==> src/rtl/nvg_pkg.sv <==
package nvg_pkg;
    localparam int CTRL_IE    = 3;
    localparam int CTRL_ARM   = 2;
    localparam int CTRL_GO    = 1;
    localparam int CTRL_FETCH = 0;

    // Visible low nibble of the control register, bit 3 down to bit 0.
    typedef struct packed {
        logic irq_en;
        logic arm;
        logic busy;
        logic fetch;
    } ctrl_view_t;

    typedef enum logic [1:0] {
        SEL_NONE,
        SEL_CTRL,
        SEL_DATA,
        SEL_ADDR
    } reg_sel_e;

    function automatic logic [7:0] pack_ctrl(input ctrl_view_t v);
        return {4'b0000, v};
    endfunction
endpackage

==> src/rtl/nvg_arm_window.sv <==
module nvg_arm_window #(
    parameter int WINDOW = 4
) (
    input  logic clk,
    input  logic rst,
    input  logic set_req,
    output logic armed
);
    localparam int CW = $clog2(WINDOW + 1);

    logic [CW-1:0] left_q;

    always_ff @(posedge clk) begin
        if (rst) begin
            armed  <= 1'b0;
            left_q <= '0;
        end else if (set_req) begin
            armed  <= 1'b1;
            left_q <= CW'(WINDOW - 1);
        end else if (armed) begin
            if (left_q == '0) armed <= 1'b0;
            else              left_q <= left_q - 1'b1;
        end
    end

    // an armed window whose count is spent closes at the next edge unless re-armed
    a_r3_window_closes: assert property (@(posedge clk) disable iff (rst)
        armed && left_q == '0 && !set_req |=> !armed);
endmodule

==> src/rtl/nvg_write_timer.sv <==
module nvg_write_timer #(
    parameter int ACCESS = 20,
    parameter int STALL  = 2,
    parameter int AW     = 7
) (
    input  logic          clk,
    input  logic          rst,
    input  logic          start,
    input  logic [AW-1:0] addr_in,
    input  logic [7:0]    data_in,
    output logic          busy,
    output logic          stall,
    output logic          commit,
    output logic [AW-1:0] commit_addr,
    output logic [7:0]    commit_data
);
    localparam int CW = $clog2(ACCESS + 1);
    localparam int SW = $clog2(STALL + 1);

    logic [CW-1:0] cnt_q;
    logic [SW-1:0] stall_q;

    always_ff @(posedge clk) begin
        if (rst) begin
            busy        <= 1'b0;
            cnt_q       <= '0;
            stall_q     <= '0;
            commit_addr <= '0;
            commit_data <= '0;
        end else begin
            if (start && !busy) begin
                busy        <= 1'b1;
                cnt_q       <= CW'(ACCESS - 1);
                stall_q     <= SW'(STALL);
                commit_addr <= addr_in;
                commit_data <= data_in;
            end else begin
                if (busy) begin
                    if (cnt_q == '0) busy <= 1'b0;
                    else             cnt_q <= cnt_q - 1'b1;
                end
                if (stall_q != '0) stall_q <= stall_q - 1'b1;
            end
        end
    end

    assign stall  = (stall_q != '0);
    assign commit = busy && (cnt_q == '0);

    // the last busy cycle is followed by idle
    a_r5_busy_ends: assert property (@(posedge clk) disable iff (rst)
        commit |=> !busy);
    // the stall never outlives the write
    a_r6_stall_in_busy: assert property (@(posedge clk) disable iff (rst)
        stall |-> busy);
    // latched target is frozen while the write runs
    a_r10_latch_frozen: assert property (@(posedge clk) disable iff (rst)
        busy && $past(busy) |-> $stable(commit_addr) && $stable(commit_data));
endmodule

==> src/rtl/nvg_byte_array.sv <==
module nvg_byte_array #(
    parameter int DEPTH = 128,
    parameter int AW    = 7
) (
    input  logic          clk,
    input  logic          we,
    input  logic [AW-1:0] waddr,
    input  logic [7:0]    wdata,
    input  logic [AW-1:0] raddr,
    output logic [7:0]    rdata
);
    logic [7:0] cells [DEPTH];

    always_ff @(posedge clk) begin
        if (we) cells[waddr] <= wdata;
    end

    assign rdata = cells[raddr];
endmodule

==> src/rtl/nvbyte_guard_ctrl.sv <==
module nvbyte_guard_ctrl
    import nvg_pkg::*;
#(
    parameter int          DEPTH         = 128,
    parameter int          ACCESS_CYCLES = 66400,
    parameter int          ARM_CYCLES    = 4,
    parameter logic [5:0]  CTRL_SEL      = 6'h1C,
    parameter logic [5:0]  DATA_SEL      = 6'h1D,
    parameter logic [5:0]  ADDR_SEL      = 6'h1E
) (
    input  logic       clk,
    input  logic       rst,
    input  logic       bus_wr,
    input  logic [5:0] bus_sel,
    input  logic [7:0] bus_wdata,
    output logic [7:0] bus_rdata,
    input  logic       glb_irq_en,
    output logic       cpu_stall,
    output logic       ready_irq
);
    localparam int AW = $clog2(DEPTH);

    reg_sel_e      sel;
    logic          ctrl_wr, set_req, go_req, start, fetch_req;
    logic          armed, busy, commit;
    logic          irq_en_q, fetch_q;
    logic [AW-1:0] addr_q, commit_addr;
    logic [7:0]    data_q, commit_data, cell_rd;
    ctrl_view_t    view;

    always_comb begin
        if      (bus_sel == CTRL_SEL) sel = SEL_CTRL;
        else if (bus_sel == DATA_SEL) sel = SEL_DATA;
        else if (bus_sel == ADDR_SEL) sel = SEL_ADDR;
        else                          sel = SEL_NONE;
    end

    assign ctrl_wr   = bus_wr && (sel == SEL_CTRL);
    assign set_req   = ctrl_wr && bus_wdata[CTRL_ARM];
    assign go_req    = ctrl_wr && bus_wdata[CTRL_GO];
    assign start     = go_req && armed && !busy;
    assign fetch_req = ctrl_wr && bus_wdata[CTRL_FETCH] && !busy;

    nvg_arm_window #(.WINDOW(ARM_CYCLES)) u_arm (
        .clk(clk), .rst(rst), .set_req(set_req), .armed(armed)
    );

    nvg_write_timer #(.ACCESS(ACCESS_CYCLES), .STALL(2), .AW(AW)) u_timer (
        .clk(clk), .rst(rst), .start(start),
        .addr_in(addr_q), .data_in(data_q),
        .busy(busy), .stall(cpu_stall), .commit(commit),
        .commit_addr(commit_addr), .commit_data(commit_data)
    );

    nvg_byte_array #(.DEPTH(DEPTH), .AW(AW)) u_cells (
        .clk(clk), .we(commit), .waddr(commit_addr), .wdata(commit_data),
        .raddr(addr_q), .rdata(cell_rd)
    );

    always_ff @(posedge clk) begin
        if (rst) begin
            irq_en_q <= 1'b0;
            fetch_q  <= 1'b0;
            addr_q   <= '0;
            data_q   <= '0;
        end else begin
            if (ctrl_wr) irq_en_q <= bus_wdata[CTRL_IE];
            fetch_q <= fetch_req;
            if (bus_wr && sel == SEL_ADDR) addr_q <= bus_wdata[AW-1:0];
            if (fetch_req)                      data_q <= cell_rd;
            else if (bus_wr && sel == SEL_DATA) data_q <= bus_wdata;
        end
    end

    assign view = '{irq_en: irq_en_q, arm: armed, busy: busy, fetch: fetch_q};

    always_comb begin
        case (sel)
            SEL_CTRL: bus_rdata = pack_ctrl(view);
            SEL_DATA: bus_rdata = data_q;
            SEL_ADDR: bus_rdata = 8'(addr_q);
            default:  bus_rdata = 8'h00;
        endcase
    end

    assign ready_irq = irq_en_q && glb_irq_en && !busy;

    // arm only rises after a software set
    a_r3_arm_from_set: assert property (@(posedge clk) disable iff (rst)
        $rose(armed) |-> $past(set_req));
    // a write only begins from an armed state
    a_r4_start_needs_arm: assert property (@(posedge clk) disable iff (rst)
        $rose(busy) |-> $past(armed));
    // the stall accompanies every write start
    a_r6_stall_on_start: assert property (@(posedge clk) disable iff (rst)
        $rose(busy) |-> cpu_stall);
    // no ready interrupt while a write runs
    a_r7_quiet_when_busy: assert property (@(posedge clk) disable iff (rst)
        busy |-> !ready_irq);
    // a fetch only completes from idle
    a_r9_fetch_from_idle: assert property (@(posedge clk) disable iff (rst)
        fetch_q |-> !$past(busy));
endmodule

==> config.mk <==
export PLATFORM = sky130hd
export DESIGN_NAME = nvbyte_guard_ctrl
export DESIGN_NICKNAME = d
export VERILOG_FILES = /design/src/rtl/nvg_pkg.sv /design/src/rtl/nvg_arm_window.sv /design/src/rtl/nvg_write_timer.sv /design/src/rtl/nvg_byte_array.sv /design/src/rtl/nvbyte_guard_ctrl.sv
export SDC_FILE = /design/constraint.sdc
export NUM_CORES = 1
export LEC_CHECK = 0
export BUFFER_PORTS_ARGS = -buffer_cell sky130_fd_sc_hd__clkbuf_2
export CAP_MARGIN = 15
export CELL_PAD_IN_SITES_DETAIL_PLACEMENT = 0
export CELL_PAD_IN_SITES_GLOBAL_PLACEMENT = 1
export CORE_MARGIN = 10
export CORE_UTILIZATION = 45
export DETAILED_ROUTE_END_ITERATION = 10
export GPL_TIMING_DRIVEN = 0
export PLACE_DENSITY = 0.75
export SLEW_MARGIN = 5
export SYNTH_ARGS = -nofsm -noshare
export SYNTH_HDL_FRONTEND = slang
export SYNTH_SLANG_ARGS = --single-unit
==> constraint.sdc <==
create_clock -name clk -period 5.01 [get_ports clk]
set_clock_uncertainty 0.15 [all_clocks]
set_input_delay 0.7515 -clock clk [delete_from_list [all_inputs] [get_ports clk]]
set_output_delay 0.7515 -clock clk [all_outputs]
set_load 0.03 [all_outputs]
==> run_results.csv <==
group,metric,value,unit
run_status,outcome,"finished clean",
yosys,synth_area_per_cell,18.4,µm²
floorplanning,ios,28,
yosys,synth-seq-area-share,74.8,%
route,viasPerCell,6.14,
power,combPwrFrac,0.4,%
sta,slew_headroom,16.2,%
yosys,yosys_warnings,0,
route,dr_wl_met3,10.6,mm
sta,worst_hold_slack,0.226,ns
finish,utilization,51.0,%
sta,period_share,99.7,%
power,ir_worst_vdd,0.228,mV
worst_setup_path,rrSetupSlack,0.01,ns
power,swShare,19.0,%
clock_tree,clock_latency,0.68,ns
sta,period_minus_slack,5.00,ns
power,pwr-share-clk,45.1,%
sta,setup_viol,0,
yosys,syn-cell-area,42800,µm²
global_route,overflow,0,
route,dr.pass1.iters,6,
sta,worst_slack,0.0147,ns
worst_setup_path,worstPathRequired,5.34,ns
yosys,synth_flop_cell,"edfxtp_1",
worst_setup_path,r2r-end,"data_q[4]",
worst_setup_path,ff2ff_path_depth,7,
run,drv_cap,0,
global_route,grt_max_degree,87,
clock_tree,clock-sinks,1087,
route,highest_layer,"met5",
worst_setup_path,crit_type,"register to register",
worst_setup_path,critPathArrivalTime,5.33,ns
sta,report.final.slew_viol_count,0,
yosys,yosys-top-cells-area,"edfxtp_1 72%, mux4_2 8.4%, mux2i_1 5.0%, dfxtp_1 2.9%, nor2_1 1.6%",
finish,drive_gt1_share,18.8,%
power,seqPwrFrac,54.5,%
worst_hold_path,min_path_cells,2,
clock_tree,clkTransAtPathRegs,0.06,ns
floorplanning,die_w,328,µm
yosys,postSynthCellCount,2331,
clock_tree,htreeDepth,3,
clock_tree,cts_setup_buffers,0,
global_route,grt_pass1_wl,164,mm
clock_tree,cts-hold-fix-buffers,0,
yosys,synth.largest_area_cell,"edfxtp_1",
yosys,synth_fp_nets,2353,
place,dp_cells,3631,
global_route,grt_pass1_vias,23300,
worst_setup_path,cp-end-kind,"register",
power,p_leak,12.1,nW
route,num_vias,23500,
clock_tree,cts_tree,"built",
worst_hold_path,hp-class,"primary input to register",
yosys,synth.top_cells.by_count,"1024 x edfxtp_1, 216 x mux2i_1, 187 x nor2_1, 160 x mux4_2, 86 x nand2_1",
power,p_sw,0.00340,W
finish,nFillCells,7586,
place,post-place-ws,0.285,ns
worst_setup_path,cp-start-kind,"register",
global_route,grt.total_usage,20.9,%
clock_tree,root_buffer,"clkbuf_16",
clock_tree,cts_buffers,104,
sta,tns,0,ns
floorplanning,core_area,94700,µm²
sta,hold_violations,0,
yosys,synth_top_cell_area_share,71.8,%
floorplanning,start_util,45.2,%
clock_tree,cts_max_path_buffers,3,
yosys,synthDistinctLibCells,62,
yosys,ys_seq_elements,1087,
worst_setup_path,path_max_fanout,10,
route,drt_first_iter_violations,3066,
sta,max_clock_freq,200,MHz
power,internal_power,0.0145,W
sta,tightest_slew,1.26,ns
yosys,synth_edf_count,1024,
worst_setup_path,worstSetupEndpoint,"data_q[4]",
yosys,synth_most_common_cell,"edfxtp_1",
finish,area_delta_synth_final,12.8,%
global_route,antenna_found_initial,3,
yosys,async_reset_ff_share,0,%
route,ant_nets,0,
floorplanning,rows,113,
route,drc,0,
finish,layout.nets,2494,
finish,diodes,0,
route,wl_met1,43.9,mm
route,route.met2.wl,54.5,mm
route,wl_per_cell,29.9,µm
worst_hold_path,min_from,"bus_wdata[2]",
route,totalWireLength,114,mm
place,hpwl,78.0,mm
place,io_buffer_count,26,
sta,grt_setup_unrepaired,"no",
power,power.density,371,nW/µm²
clock_tree,cts_resized,0,
floorplanning,die-area,108000,µm²
floorplanning,die_h,328,µm
place,gp_congestion,0.983,
finish,final_cells,3828,
## layer usage
metal | vias up | GRT usage (%)
li1 | 9738 | -
met1 | 12200 | 27.4
met2 | 1334 | 33.6
met3 | 262 | 4.12
met4 | 2 | 9.65
met5 | - | 0
## per-stage QoR
stage               power (W)  cell area [µm²]
floorplan              0.0100            42800
global placement       0.0100            44500
detailed placement     0.0100            44800
CTS                    0.0180            48300
global route           0.0184            48300
finish                 0.0179            48300
## cells in the final DEF, fill, tap and decap left out, drive strengths merged, types with 9 or more instances in the layout
cell type,instances
xnor2,13
dfxtp,63
a221oi,44
mux2i,216
inv,14
o221ai,30
or2,9
a22oi,50
or4,10
bufinv,16
nand3,12
o22ai,21
mux2,33
a211oi,9
edfxtp,1024
nor2,187
clkbuf,215
nand2,92
clkinv,47
buf,82
nor3,9
mux4,160
nor2b,17
o21ai,36
a21oi,55
nand2b,9
## power groups by stage
| stage | combinational [W] | sequential (W) | clock (W) |
|---|---|---|---|
| floorplan | 0.0000366 | 0.00997 | 0 |
| global placement | 0.0000668 | 0.00997 | 0 |
| detailed placement | 0.0000677 | 0.00997 | 0 |
| CTS | 0.0000679 | 0.00977 | 0.00817 |
| global route | 0.0000727 | 0.00977 | 0.00853 |
| finish | 0.0000694 | 0.00977 | 0.00810 |
## cell type report
cell class	instances	area, µm²	area share (%)
multi-input cells	1098	10100	21.0
flip-flops and latches	1087	32000	66.3
clock buffers	127	2750	5.70
well taps	1265	1580	3.28
inverters	11	41.3	0.0855
clock inverters	70	772	1.60
repair buffers	35	350	0.725
plain buffers	135	626	1.30
## sequential cells by signal, indices dropped and copies added (netlist names), named ones only
name                 count
fetch_q                  1
u_arm.left_q             3
data_q                   8
u_cells.cells         1024
addr_q                   7
u_timer.commit_data      8
irq_en_q                 1
u_arm.armed              1
u_timer.cnt_q           17
u_timer.commit_addr      7
u_timer.stall_q          2
u_timer.busy             1
## critical path, stage by stage (launching register included)
cell and delay, ns:
dfxtp_1 0.30, buf_2 0.33, buf_1 0.63, clkbuf_1 0.84, clkbuf_1 0.90, mux2i_1 0.57
o21ai_0 0.33, o41ai_1 0.74
## kinds of logic after synthesis
kind of cell	share of synthesized area, %
AO/OA/AOI/OAI	4.77
adder cells (fa/ha/maj)	0.117
AND/OR/NAND/NOR	4.16
XOR/XNOR	0.307
flip-flops	74.8
multiplexers	14.3
buffers and inverters	1.56
## how the worst min path moves through the flow
stage | to | slack, ns
after CTS | u_arm.left_q[2] | 0.18
after detailed placement | u_timer.stall_q[0] | 0.29
after global routing | u_arm.left_q[2] | 0.22
final | u_arm.left_q[2] | 0.23
after floorplan | u_timer.stall_q[0] | 0.26
after global placement | u_timer.stall_q[0] | 0.27
Note: power is estimated with default switching activity, not from simulation.
